===== src/rtl/rtg_pkg.sv =====
// Package: shared write-map addresses and control-word bit positions for
// the raster timing generator. Assumes a 4-bit register address space.
package rtg_pkg;
    localparam int ADDR_W      = 4;
    localparam int N_AXIS_REGS = 6;      // period, sync, bstart, bend, dstart, dend

    // Index of each timing value inside an axis set
    localparam int IX_PERIOD = 0;
    localparam int IX_SYNC   = 1;
    localparam int IX_BSTART = 2;
    localparam int IX_BEND   = 3;
    localparam int IX_DSTART = 4;
    localparam int IX_DEND   = 5;

    // Base addresses of the two axis sets and the control word
    localparam logic [ADDR_W-1:0] BASE_H = 4'd0;
    localparam logic [ADDR_W-1:0] BASE_V = 4'd8;
    localparam logic [ADDR_W-1:0] ADDR_CTRL = 4'd15;

    // Control word bit positions
    localparam int BIT_ENABLE = 12;
    localparam int BIT_HINV   = 16;
    localparam int BIT_VINV   = 18;
endpackage


===== src/rtl/rtg_regs.sv =====
// Module: rtg_regs
// Holds the shadow and working copies of both axis timing sets plus the
// control word. Shadow copies take bus writes; the working copies load
// from the shadows whenever load_act is high. The control word is applied
// directly. Assumes DW covers the highest control bit and both field widths.
module rtg_regs
    import rtg_pkg::*;
#(
    parameter int HW = 12,
    parameter int VW = 11,
    parameter int DW = 19
) (
    input  logic              clk,
    input  logic              rst_n,
    input  logic              wr_en,
    input  logic [ADDR_W-1:0] wr_addr,
    input  logic [DW-1:0]     wr_data,
    input  logic              load_act,
    output logic [HW-1:0]     h_act [N_AXIS_REGS],
    output logic [VW-1:0]     v_act [N_AXIS_REGS],
    output logic              ctrl_en,
    output logic              hs_inv,
    output logic              vs_inv
);
    logic [HW-1:0] h_sh [N_AXIS_REGS];
    logic [VW-1:0] v_sh [N_AXIS_REGS];

    // Shadow copies: capture bus writes at their decoded addresses
    always_ff @(posedge clk) begin
        if (!rst_n) begin
            for (int i = 0; i < N_AXIS_REGS; i++) begin
                h_sh[i] <= '0;
                v_sh[i] <= '0;
            end
        end else if (wr_en) begin
            for (int i = 0; i < N_AXIS_REGS; i++) begin
                if (wr_addr == BASE_H + ADDR_W'(i)) h_sh[i] <= wr_data[HW-1:0];
                if (wr_addr == BASE_V + ADDR_W'(i)) v_sh[i] <= wr_data[VW-1:0];
            end
        end
    end

    // Working copies: follow the shadows only at a load point
    always_ff @(posedge clk) begin
        if (!rst_n) begin
            for (int i = 0; i < N_AXIS_REGS; i++) begin
                h_act[i] <= '0;
                v_act[i] <= '0;
            end
        end else if (load_act) begin
            for (int i = 0; i < N_AXIS_REGS; i++) begin
                h_act[i] <= h_sh[i];
                v_act[i] <= v_sh[i];
            end
        end
    end

    // Control word: enable and sync polarities, applied at once
    always_ff @(posedge clk) begin
        if (!rst_n) begin
            ctrl_en <= 1'b0;
            hs_inv  <= 1'b0;
            vs_inv  <= 1'b0;
        end else if (wr_en && wr_addr == ADDR_CTRL) begin
            ctrl_en <= wr_data[BIT_ENABLE];
            hs_inv  <= wr_data[BIT_HINV];
            vs_inv  <= wr_data[BIT_VINV];
        end
    end
endmodule


===== src/rtl/rtg_axis.sv =====
// Module: rtg_axis
// One axis of the raster: a position counter that is zero at the sync
// leading edge, wraps after the programmed period, and decodes the sync,
// border and display windows from the working timing set. Parameters give
// the fixed offsets and the low bits ignored in each value. Assumes the
// working set only changes while the counter is zero.
module rtg_axis
    import rtg_pkg::*;
#(
    parameter int W           = 12,
    parameter int PER_LOWBITS = 2,    // period bits forced to zero
    parameter int PER_ADD     = 8,    // period value + PER_ADD = length
    parameter int SYNC_ADD    = 8,
    parameter int WIN_LOWBITS = 1,    // window bits forced to zero
    parameter int BORDER_ADD  = 12,
    parameter int DISP_ADD    = 18
) (
    input  logic         clk,
    input  logic         rst_n,
    input  logic         run,
    input  logic         step,
    input  logic [W-1:0] cfg [N_AXIS_REGS],
    output logic         at_zero,
    output logic         wrap,
    output logic         sync_act,
    output logic         border_win,
    output logic         disp_win
);
    localparam int CNT_W = W + 1;
    localparam int CW    = W + 2;
    localparam logic [CW-1:0] PER_LOW = CW'((1 << PER_LOWBITS) - 1);
    localparam logic [CW-1:0] WIN_LOW = CW'((1 << WIN_LOWBITS) - 1);

    logic [CNT_W-1:0] cnt;
    logic [CW-1:0]    cnt_x, last, sync_end;
    logic [CW-1:0]    b_lo, b_hi, d_lo, d_hi;

    // Effective compare points measured from the sync edge
    always_comb begin
        cnt_x    = CW'(cnt);
        last     = (CW'(cfg[IX_PERIOD]) & ~PER_LOW) + CW'(PER_ADD - 1);
        sync_end = CW'(cfg[IX_SYNC]) + CW'(SYNC_ADD);
        b_lo     = (CW'(cfg[IX_BSTART]) & ~WIN_LOW) + CW'(BORDER_ADD);
        b_hi     = (CW'(cfg[IX_BEND])   & ~WIN_LOW) + CW'(BORDER_ADD);
        d_lo     = (CW'(cfg[IX_DSTART]) & ~WIN_LOW) + CW'(DISP_ADD);
        d_hi     = (CW'(cfg[IX_DEND])   & ~WIN_LOW) + CW'(DISP_ADD);
    end

    // Window and wrap decode of the current position
    always_comb begin
        at_zero    = (cnt == '0);
        wrap       = run && step && (cnt_x >= last);
        sync_act   = cnt_x < sync_end;
        border_win = (cnt_x >= b_lo) && (cnt_x < b_hi);
        disp_win   = (cnt_x >= d_lo) && (cnt_x < d_hi);
    end

    // Position counter: held at zero when stopped, wraps at period end
    always_ff @(posedge clk) begin
        if (!rst_n || !run) begin
            cnt <= '0;
        end else if (step) begin
            cnt <= wrap ? '0 : cnt + CNT_W'(1);
        end
    end
endmodule


===== src/rtl/raster_timing_gen.sv =====
// Module: raster_timing_gen (top)
// Programmable sync-referenced raster timing. A horizontal axis steps on
// every cycle and a vertical axis steps on each horizontal wrap. Timing
// writes are staged and applied at a frame boundary. The outputs are
// decoded from registered counters and gated by the enable bit.
// Assumes a single clock domain with one pixel per cycle.
module raster_timing_gen
    import rtg_pkg::*;
#(
    parameter int HW = 12,
    parameter int VW = 11,
    parameter int DW = 19
) (
    input  logic              clk,
    input  logic              rst_n,
    input  logic              wr_en,
    input  logic [ADDR_W-1:0] wr_addr,
    input  logic [DW-1:0]     wr_data,
    output logic              hsync,
    output logic              vsync,
    output logic              border_en,
    output logic              display_en,
    output logic              line_stb,
    output logic              frame_stb
);
    logic [HW-1:0] h_act [N_AXIS_REGS];
    logic [VW-1:0] v_act [N_AXIS_REGS];
    logic ctrl_en, hs_inv, vs_inv;
    logic frame_wrap, load_act;

    logic [1:0] ax_zero, ax_wrap, ax_sync, ax_border, ax_disp;

    assign load_act = !ctrl_en || frame_wrap;

    rtg_regs #(.HW(HW), .VW(VW), .DW(DW)) u_regs (
        .clk      (clk),
        .rst_n    (rst_n),
        .wr_en    (wr_en),
        .wr_addr  (wr_addr),
        .wr_data  (wr_data),
        .load_act (load_act),
        .h_act    (h_act),
        .v_act    (v_act),
        .ctrl_en  (ctrl_en),
        .hs_inv   (hs_inv),
        .vs_inv   (vs_inv)
    );

    // Axis 0 is horizontal (offset, even-valued), axis 1 is vertical (minus one)
    generate
        for (genvar a = 0; a < 2; a++) begin : g_axis
            if (a == 0) begin : g_h
                rtg_axis #(
                    .W(HW), .PER_LOWBITS(2), .PER_ADD(8), .SYNC_ADD(8),
                    .WIN_LOWBITS(1), .BORDER_ADD(12), .DISP_ADD(18)
                ) u_ax (
                    .clk(clk), .rst_n(rst_n), .run(ctrl_en), .step(1'b1),
                    .cfg(h_act), .at_zero(ax_zero[a]), .wrap(ax_wrap[a]),
                    .sync_act(ax_sync[a]), .border_win(ax_border[a]),
                    .disp_win(ax_disp[a])
                );
            end else begin : g_v
                rtg_axis #(
                    .W(VW), .PER_LOWBITS(0), .PER_ADD(1), .SYNC_ADD(1),
                    .WIN_LOWBITS(0), .BORDER_ADD(1), .DISP_ADD(1)
                ) u_ax (
                    .clk(clk), .rst_n(rst_n), .run(ctrl_en), .step(ax_wrap[0]),
                    .cfg(v_act), .at_zero(ax_zero[a]), .wrap(ax_wrap[a]),
                    .sync_act(ax_sync[a]), .border_win(ax_border[a]),
                    .disp_win(ax_disp[a])
                );
            end
        end
    endgenerate

    assign frame_wrap = ax_wrap[1];

    // Output decode: enable gating, polarity and window combination
    always_comb begin
        display_en = ctrl_en && (&ax_disp);
        border_en  = ctrl_en && (&ax_border) && !(&ax_disp);
        hsync      = hs_inv ^ (ctrl_en && ax_sync[0]);
        vsync      = vs_inv ^ (ctrl_en && ax_sync[1]);
        line_stb   = ctrl_en && ax_zero[0];
        frame_stb  = ctrl_en && ax_zero[0] && ax_zero[1];
    end
endmodule


===== config.mk =====
export PLATFORM = sky130hd
export DESIGN_NAME = raster_timing_gen
export DESIGN_NICKNAME = d
export VERILOG_FILES = /design/src/rtl/rtg_pkg.sv /design/src/rtl/rtg_regs.sv /design/src/rtl/rtg_axis.sv /design/src/rtl/raster_timing_gen.sv
export SDC_FILE = /design/constraint.sdc
export NUM_CORES = 1
export LEC_CHECK = 0
export ABC_AREA = 0
export CAP_MARGIN = 0
export CORE_MARGIN = 8
export CORE_UTILIZATION = 55
export DETAILED_ROUTE_END_ITERATION = 12
export PLACE_DENSITY = 0.8
export SETUP_SLACK_MARGIN = 0.3
export SLEW_MARGIN = 20
export SYNTH_ARGS = -nofsm -noshare
export SYNTH_HDL_FRONTEND = slang
export SYNTH_SLANG_ARGS = --single-unit

===== constraint.sdc =====
create_clock -name clk -period 7.8 [get_ports clk]
set_clock_uncertainty 0.15 [all_clocks]
set_input_delay 0.78 -clock clk [delete_from_list [all_inputs] [get_ports clk]]
set_output_delay 0.78 -clock clk [all_outputs]
set_load 0.1 [all_outputs]

# ---- Word-level counts from Yosys, hierarchy flattened
# Memories as Yosys holds them, arrays and structs flattened. A register that Yosys moved wholly into a read port is not among the register bits.
# Index checks and enable logic that the tools add are counted.
# W data, S select, Z words.
dict set report word_totals {
  register_bits 28
  ramBits 138
  in_bits 26
  out_inout_bits 6
  word_cells 158
  n_memories 2
}
dict set report classes {
  addsub 13
  magnitude_cmp 12
  eq_ne 12
  n_mux 62
  n_bitwise 14
  reduce_logical 38
}
# name words word_bits read_ports rd_ports_with_merged_regs wr line
set memory_table {}
lappend memory_table {u_regs.h_sh 6 12 6 6 6 rtg_regs.sv:25} ;# logic [HW-1:0] h_sh [N_AXIS_REGS];
lappend memory_table {u_regs.v_sh 6 11 6 6 6 rtg_regs.sv:26} ;# logic [VW-1:0] v_sh [N_AXIS_REGS];
# cell n
set ops {}
lappend ops {{$mux W12} 7}
lappend ops {{$mux W11} 6}
lappend ops {{$add A11 B1 Y12 const B} 5}
lappend ops {{$mux W1} 49}
lappend ops {{$ge A13 B14 Y1} 3}
lappend ops {{$lt A13 B14 Y1} 3}
lappend ops {{$add A12 B4 Y13 const B} 3}
lappend ops {{$lt A12 B13 Y1} 3}
lappend ops {{$eq A4 B4 Y1 const B} 7}
lappend ops {{$add A12 B5 Y13 const B} 2}
lappend ops {{$ge A12 B13 Y1} 2}
lappend ops {{$logic_and A1 B1 Y1} 15}
lappend ops {{$logic_not A1 Y1} 15}
lappend ops {{$add A12 B3 Y13 const B} 1}
lappend ops {{$add A13 B1 Y13 const B} 1}
lappend ops {{$logic_not A13 Y1} 1}
lappend ops {{$add A12 B1 Y12 const B} 1}
lappend ops {{$ge A12 B11 Y1} 1}
lappend ops {{$logic_not A12 Y1} 1}
lappend ops {{$or A1 B1 Y1} 12}
lappend ops {{$eq A4 B2 Y1 const B} 2}
lappend ops {{$eq A4 B3 Y1 const B} 2}
lappend ops {{$eq A4 B1 Y1 const B} 1}
lappend ops {{$logic_not A4 Y1} 1}
lappend ops {{4 further kinds} 7}

# ---- Logic depth before layout (Yosys ltp)
dict set report logic_depth {
  word_depth 6
  depth_mapped 14
  ltp_nobuf 13
}

# ---- Hierarchy
# From an unflattened synthesis, not the netlist that was laid out.
dict set report hier_totals {
  cells_unflattened 1560
  area_unflattened_um2 16686.0
}
# module n_inst cells_each area_each_um2 seq_area_each_um2
set by_module_without_submodules {}
lappend by_module_without_submodules {rtg_regs 1 803 10695.3 6966.7}
lappend by_module_without_submodules {{rtg_axis at g_axis[0].g_h.u_ax} 1 382 3036.7 260.2}
lappend by_module_without_submodules {{rtg_axis at g_axis[1].g_v.u_ax} 1 364 2886.5 240.2}
lappend by_module_without_submodules {raster_timing_gen 1 11 67.6 0.0}

# ---- Worst setup path after synthesis
# OpenSTA, ideal clock, no wires.
dict set report synth_timing {
  kind {flip-flop to output port}
  start {register u_regs.ctrl_en}
  end {output port frame_stb}
  arrival_time_ps 5116
  required_ps 6870
  path_slack_ps 1754
  stages_incl_launch_ff 5
  path_buffers 1
  cell_sequence {dfxtp_1 -> clkbuf_1 -> or4b_1 -> nor4_1 -> and4_1}
}
dict set report synth_between {
  elab_chain_cells 2
}
# element line
set synth_lines {}
lappend synth_lines {{start, declared} rtg_regs.sv:21} ;# output logic ctrl_en,
lappend synth_lines {{start signal, assigned} rtg_regs.sv:65} ;# ctrl_en <= wr_data[BIT_ENABLE];
lappend synth_lines {{$logic_and A1 B1 Y1} n/a}
lappend synth_lines {{named net line_stb} raster_timing_gen.sv:23} ;# output logic line_stb,
lappend synth_lines {{$logic_and A1 B1 Y1} raster_timing_gen.sv:85} ;# frame_stb = ctrl_en && ax_zero[0] && ax_zero[1];
lappend synth_lines {{end, declared} raster_timing_gen.sv:24} ;# output logic frame_stb
# The timed path passes the listed nets, and every way through them passes these cells.

# ---- Worst setup path in the final report
dict set report layout_timing {
  start {register u_regs.h_act[13] (netlist name), read port of u_regs.h_sh}
  end {output port border_en}
}
dict set report layout_between {
  elab_chain_cells 6
}
# element line
set layout_lines {}
lappend layout_lines {{start, declared} rtg_regs.sv:19} ;# output logic [HW-1:0] h_act [N_AXIS_REGS],
lappend layout_lines {{$add A12 B5 Y13} rtg_axis.sv:45} ;# d_lo = (CW'(cfg[IX_DSTART]) & ~WIN_LOW) + CW'(DISP_ADD);
lappend layout_lines {{$ge A13 B14 Y1} rtg_axis.sv:55} ;# disp_win = (cnt_x >= d_lo) && (cnt_x < d_hi);
lappend layout_lines {{$logic_and A1 B1 Y1} rtg_axis.sv:55}
lappend layout_lines {{$reduce_and A2 Y1} raster_timing_gen.sv:81} ;# border_en = ctrl_en && (&ax_border) && !(&ax_disp);
lappend layout_lines {{$logic_not A1 Y1} raster_timing_gen.sv:81}
lappend layout_lines {{$logic_and A1 B1 Y1} raster_timing_gen.sv:81}
lappend layout_lines {{end, declared} raster_timing_gen.sv:21} ;# output logic border_en,
# No other way between the ends.

==> flow_summary.toml <==
[outcome]
outcome = "completed"

[floorplanning]
core_sq_um = 29400
ioPinCount = 32
rows = 63
dieHeight_microns = 188.1
start_util = 0.5539
die_w_microns = 188.1
fp.dieArea_sq_um = 35370

[pwr]
fin_total_pwr_uw = 3397
vdd_drop_max_uv = 175.8
power.leakage_uw = 0.006834
powerDensity_nw_per_um2 = 190.8

[global_route]
grt_pass1_vias = 11430
grt-ovfl-total = 0
grt_start_max_net_pins = 100
grt_pass1_wl_microns = 59110
antenna_found_initial = 2
track_usage = 0.2055

[synth]
synth.largest_area_cell = "edfxtp_1"
avgSynthCellArea_sq_um = 9.847
synth-main-ff-cell = "dfxtp_1"
synth_cell_types = 63
synth_area_leaders = "edfxtp_1 24%, dfxtp_1 20%, ha_1 12%, mux2i_1 8.1%, nand2_1 7.5%"
syn_nets = 1832
async_flop_share = 0
ys_seq_area_frac = 0.4400
synth_edf_count = 132
synth_warnings = 0
netlist_area_sq_um = 16290
ys_seq_elements = 292
synth_top_cell_area_share = 0.2434
syn_inst = 1654

[clock_network]
cts_tree = "yes"
post-cts-setup-buffer-count = 0
clk_path_buf_depth = 3
clock_sinks = 292
clock-root-buffer = "clkbuf_16"
htreeDepth = 1
clock_latency_ns = 0.54
clk_pin_slew_worst_paths_ns = 0.06
cts_hold_buf = 0
numCtsBuffers = 29
cts_resized = 0

[critical_path]
crit_chain = "ha_1 > a21oi_1 > nor2_1 > nand3_1 > xor2_1 > ha_1 > a21oi_1 > o21ai_0 > a221o_1 > a31oi_1 > nor4_1 > nor4_1 > clkdlybuf4s50_1"
rr_startpoint = "u_regs.h_act[62]$_SDFFE_PN0P_"
crit_fanout = 4
cp_data_required_time_ns = 6.87
critPathMaxStageDelay_ns = 1.21
cp_slowest_cell = "clkdlybuf4s50_1"
r2r_end = "u_regs.h_act[18]$_SDFFE_PN0P_"
startpoint = "u_regs.h_act[13]$_SDFFE_PN0P_"
critical_path_class = "flip-flop to output port"
start_kind = "flip-flop"
rr_worst_depth = 12
critical_path_buf_inv_count = 1
arrival_ns = 4.63
cp.depth = 13
ff2ff_setup_slack_ns = 3.57
cp-end-kind = "output port"
cp_top_family = "buffers and inverters"

[finish]
mostFrequentLayoutCells = "327 x nand2_1, 160 x dfxtp_1, 152 x ha_1"
area_growth_pct = 9.326
num-nets-final = 1842
antennaDiodeCount = 0
layout_commonest_cell = "nand2_1"
drive_gt1_frac = 0.04626

[worst_hold_path]
holdPathStages = 2
hp-start = "u_regs.v_act[57]$_SDFFE_PN0P_"
whs_endpoint = "u_regs.v_act[57]$_SDFFE_PN0P_"
hold_path.class = "flip-flop to flip-flop"

[routing]
dr.pass1.iters = 5
routed_wl_microns = 37260
drcViolationCount = 0
drt-initial-drc-count = 853
wl_per_cell_microns = 17.95
vias = 11790
ant_nets = 0
routed_via_density = 5.679

[place]
hpwlAfterDp_microns = 24760
place_congestion = 0.8437
port-buffer-count = 27

[timing]
tightest_slew_ns = 1.121
maxSlewViolCount = 0
relSlewSlack = 0.2527
max_freq_mhz = 180.0
hold_violations = 0
setup_viol = 0
rsz0062_at_grt = "false"
finalSetupTns_ns = 0
min_period_ns = 5.557
min_period_over_period = 0.7124

[job]
cap_violations = 0
==> per-stage QoR <==
| step | std cells | setup slack [ns] | hold slack, ns | utilization | area, sq um |
|---|---|---|---|---|---|
| 2_1_floorplan | 1654 | 1.754 | 0.2880 | - | 16290 |
| 4_1_cts | 2076 | 2.223 | 0.3135 | 0.6056 | 17810 |
| 3_3_place_gp | 2023 | 2.773 | 0.2961 | 0.5727 | 16840 |
| 5_1_grt | 2076 | 1.941 | 0.3328 | 0.6056 | 17810 |
| 3_5_place_dp | 2023 | 2.824 | 0.3020 | 0.5727 | 16840 |
| 6_report | 2076 | 2.243 | 0.3135 | 0.6056 | 17810 |
==> state kept, by name, indices dropped and copies added, names as in the netlist <==
register / flops
u_regs.ctrl_en: 1
g_axis.g_v.u_ax.cnt: 12
u_regs.hs_inv: 1
u_regs.vs_inv: 1
g_axis.g_h.u_ax.cnt: 13
u_regs.h_act: 66
u_regs.v_sh: 66
u_regs.h_sh: 66
u_regs.v_act: 66
==> cell type report <==
cell class | count | area [sq um]
Clock buffer | 40 | 807.0
Tap cell | 390 | 488.0
Multi-Input combinational cell | 1253 | 8600
Fill cell | 2270 | 11600
Clock inverter | 13 | 158.9
Inverter | 39 | 146.4
Timing Repair Buffer | 49 | 439.2
Sequential cell | 292 | 7167
==> report_power, final <==
group / internal (uW) / total (uW) / switching, uW
Combinational: 102 / 258 / 156
Clock: 824 / 1400 / 578
Sequential: 1680 / 1740 / 56.4
Total: 2610 / 3400 / 791
==> worst max path at each step <==
stage | end | slack [ns]
finish | border_en | 2.24
global route | border_en | 1.94
CTS | border_en | 2.22
detailed placement | border_en | 2.82
global placement | border_en | 2.77
floorplan | frame_stb | 1.75
==> cells in the mapped netlist, types with 3 or more instances <==
cell type / n
a211o_1: 3
edfxtp_1: 132
a21o_1: 11
o211ai_1: 4
clkbuf_1: 54
ha_1: 152
and3_1: 29
buf_8: 8
o21ai_0: 40
nand3b_1: 4
a21boi_0: 4
nor2b_1: 7
or4_1: 3
xnor2_1: 34
o2111ai_1: 4
nand2_1: 327
xor2_1: 78
or3_1: 3
mux2i_1: 132
nand2b_1: 12
nor4_1: 6
o21a_1: 4
a21oi_1: 51
nor2_1: 59
a31oi_1: 3
nand3_1: 70
a211oi_1: 8
dfxtp_1: 160
and4_1: 4
inv_1: 39
and2_1: 137
nand4_1: 23
buf_4: 5
nor3_1: 8
==> cells by family after synthesis <==
kind of cell	Yosys count	synth area share
AO/OA/AOI/OAI	155	0.06215
XOR/XNOR	112	0.06023
adder cells (fa/ha/maj)	152	0.1168
buffers and inverters	109	0.03242
flip-flops	292	0.4400
multiplexers	132	0.08112
AND/OR/NAND/NOR	702	0.2073
==> metal layers <==
| layer | part of all wire | vias up | track usage |
|---|---|---|---|
| li1 | - | 5778 | - |
| met1 | 0.43 | 5598 | 0.2623 |
| met2 | 0.47 | 315 | 0.3470 |
| met3 | 0.059 | 99 | 0.02563 |
| met4 | 0.037 | 0 | 0.08606 |
| met5 | 0 | - | 0 |
==> tightest hold or removal path: stages, from the launching register on <==
cell and delay [ns]:
dfxtp_1 0.31, nand2_1 0.05, mux2i_1 0.05
No activity file was read; power rests on OpenSTA's default activity.
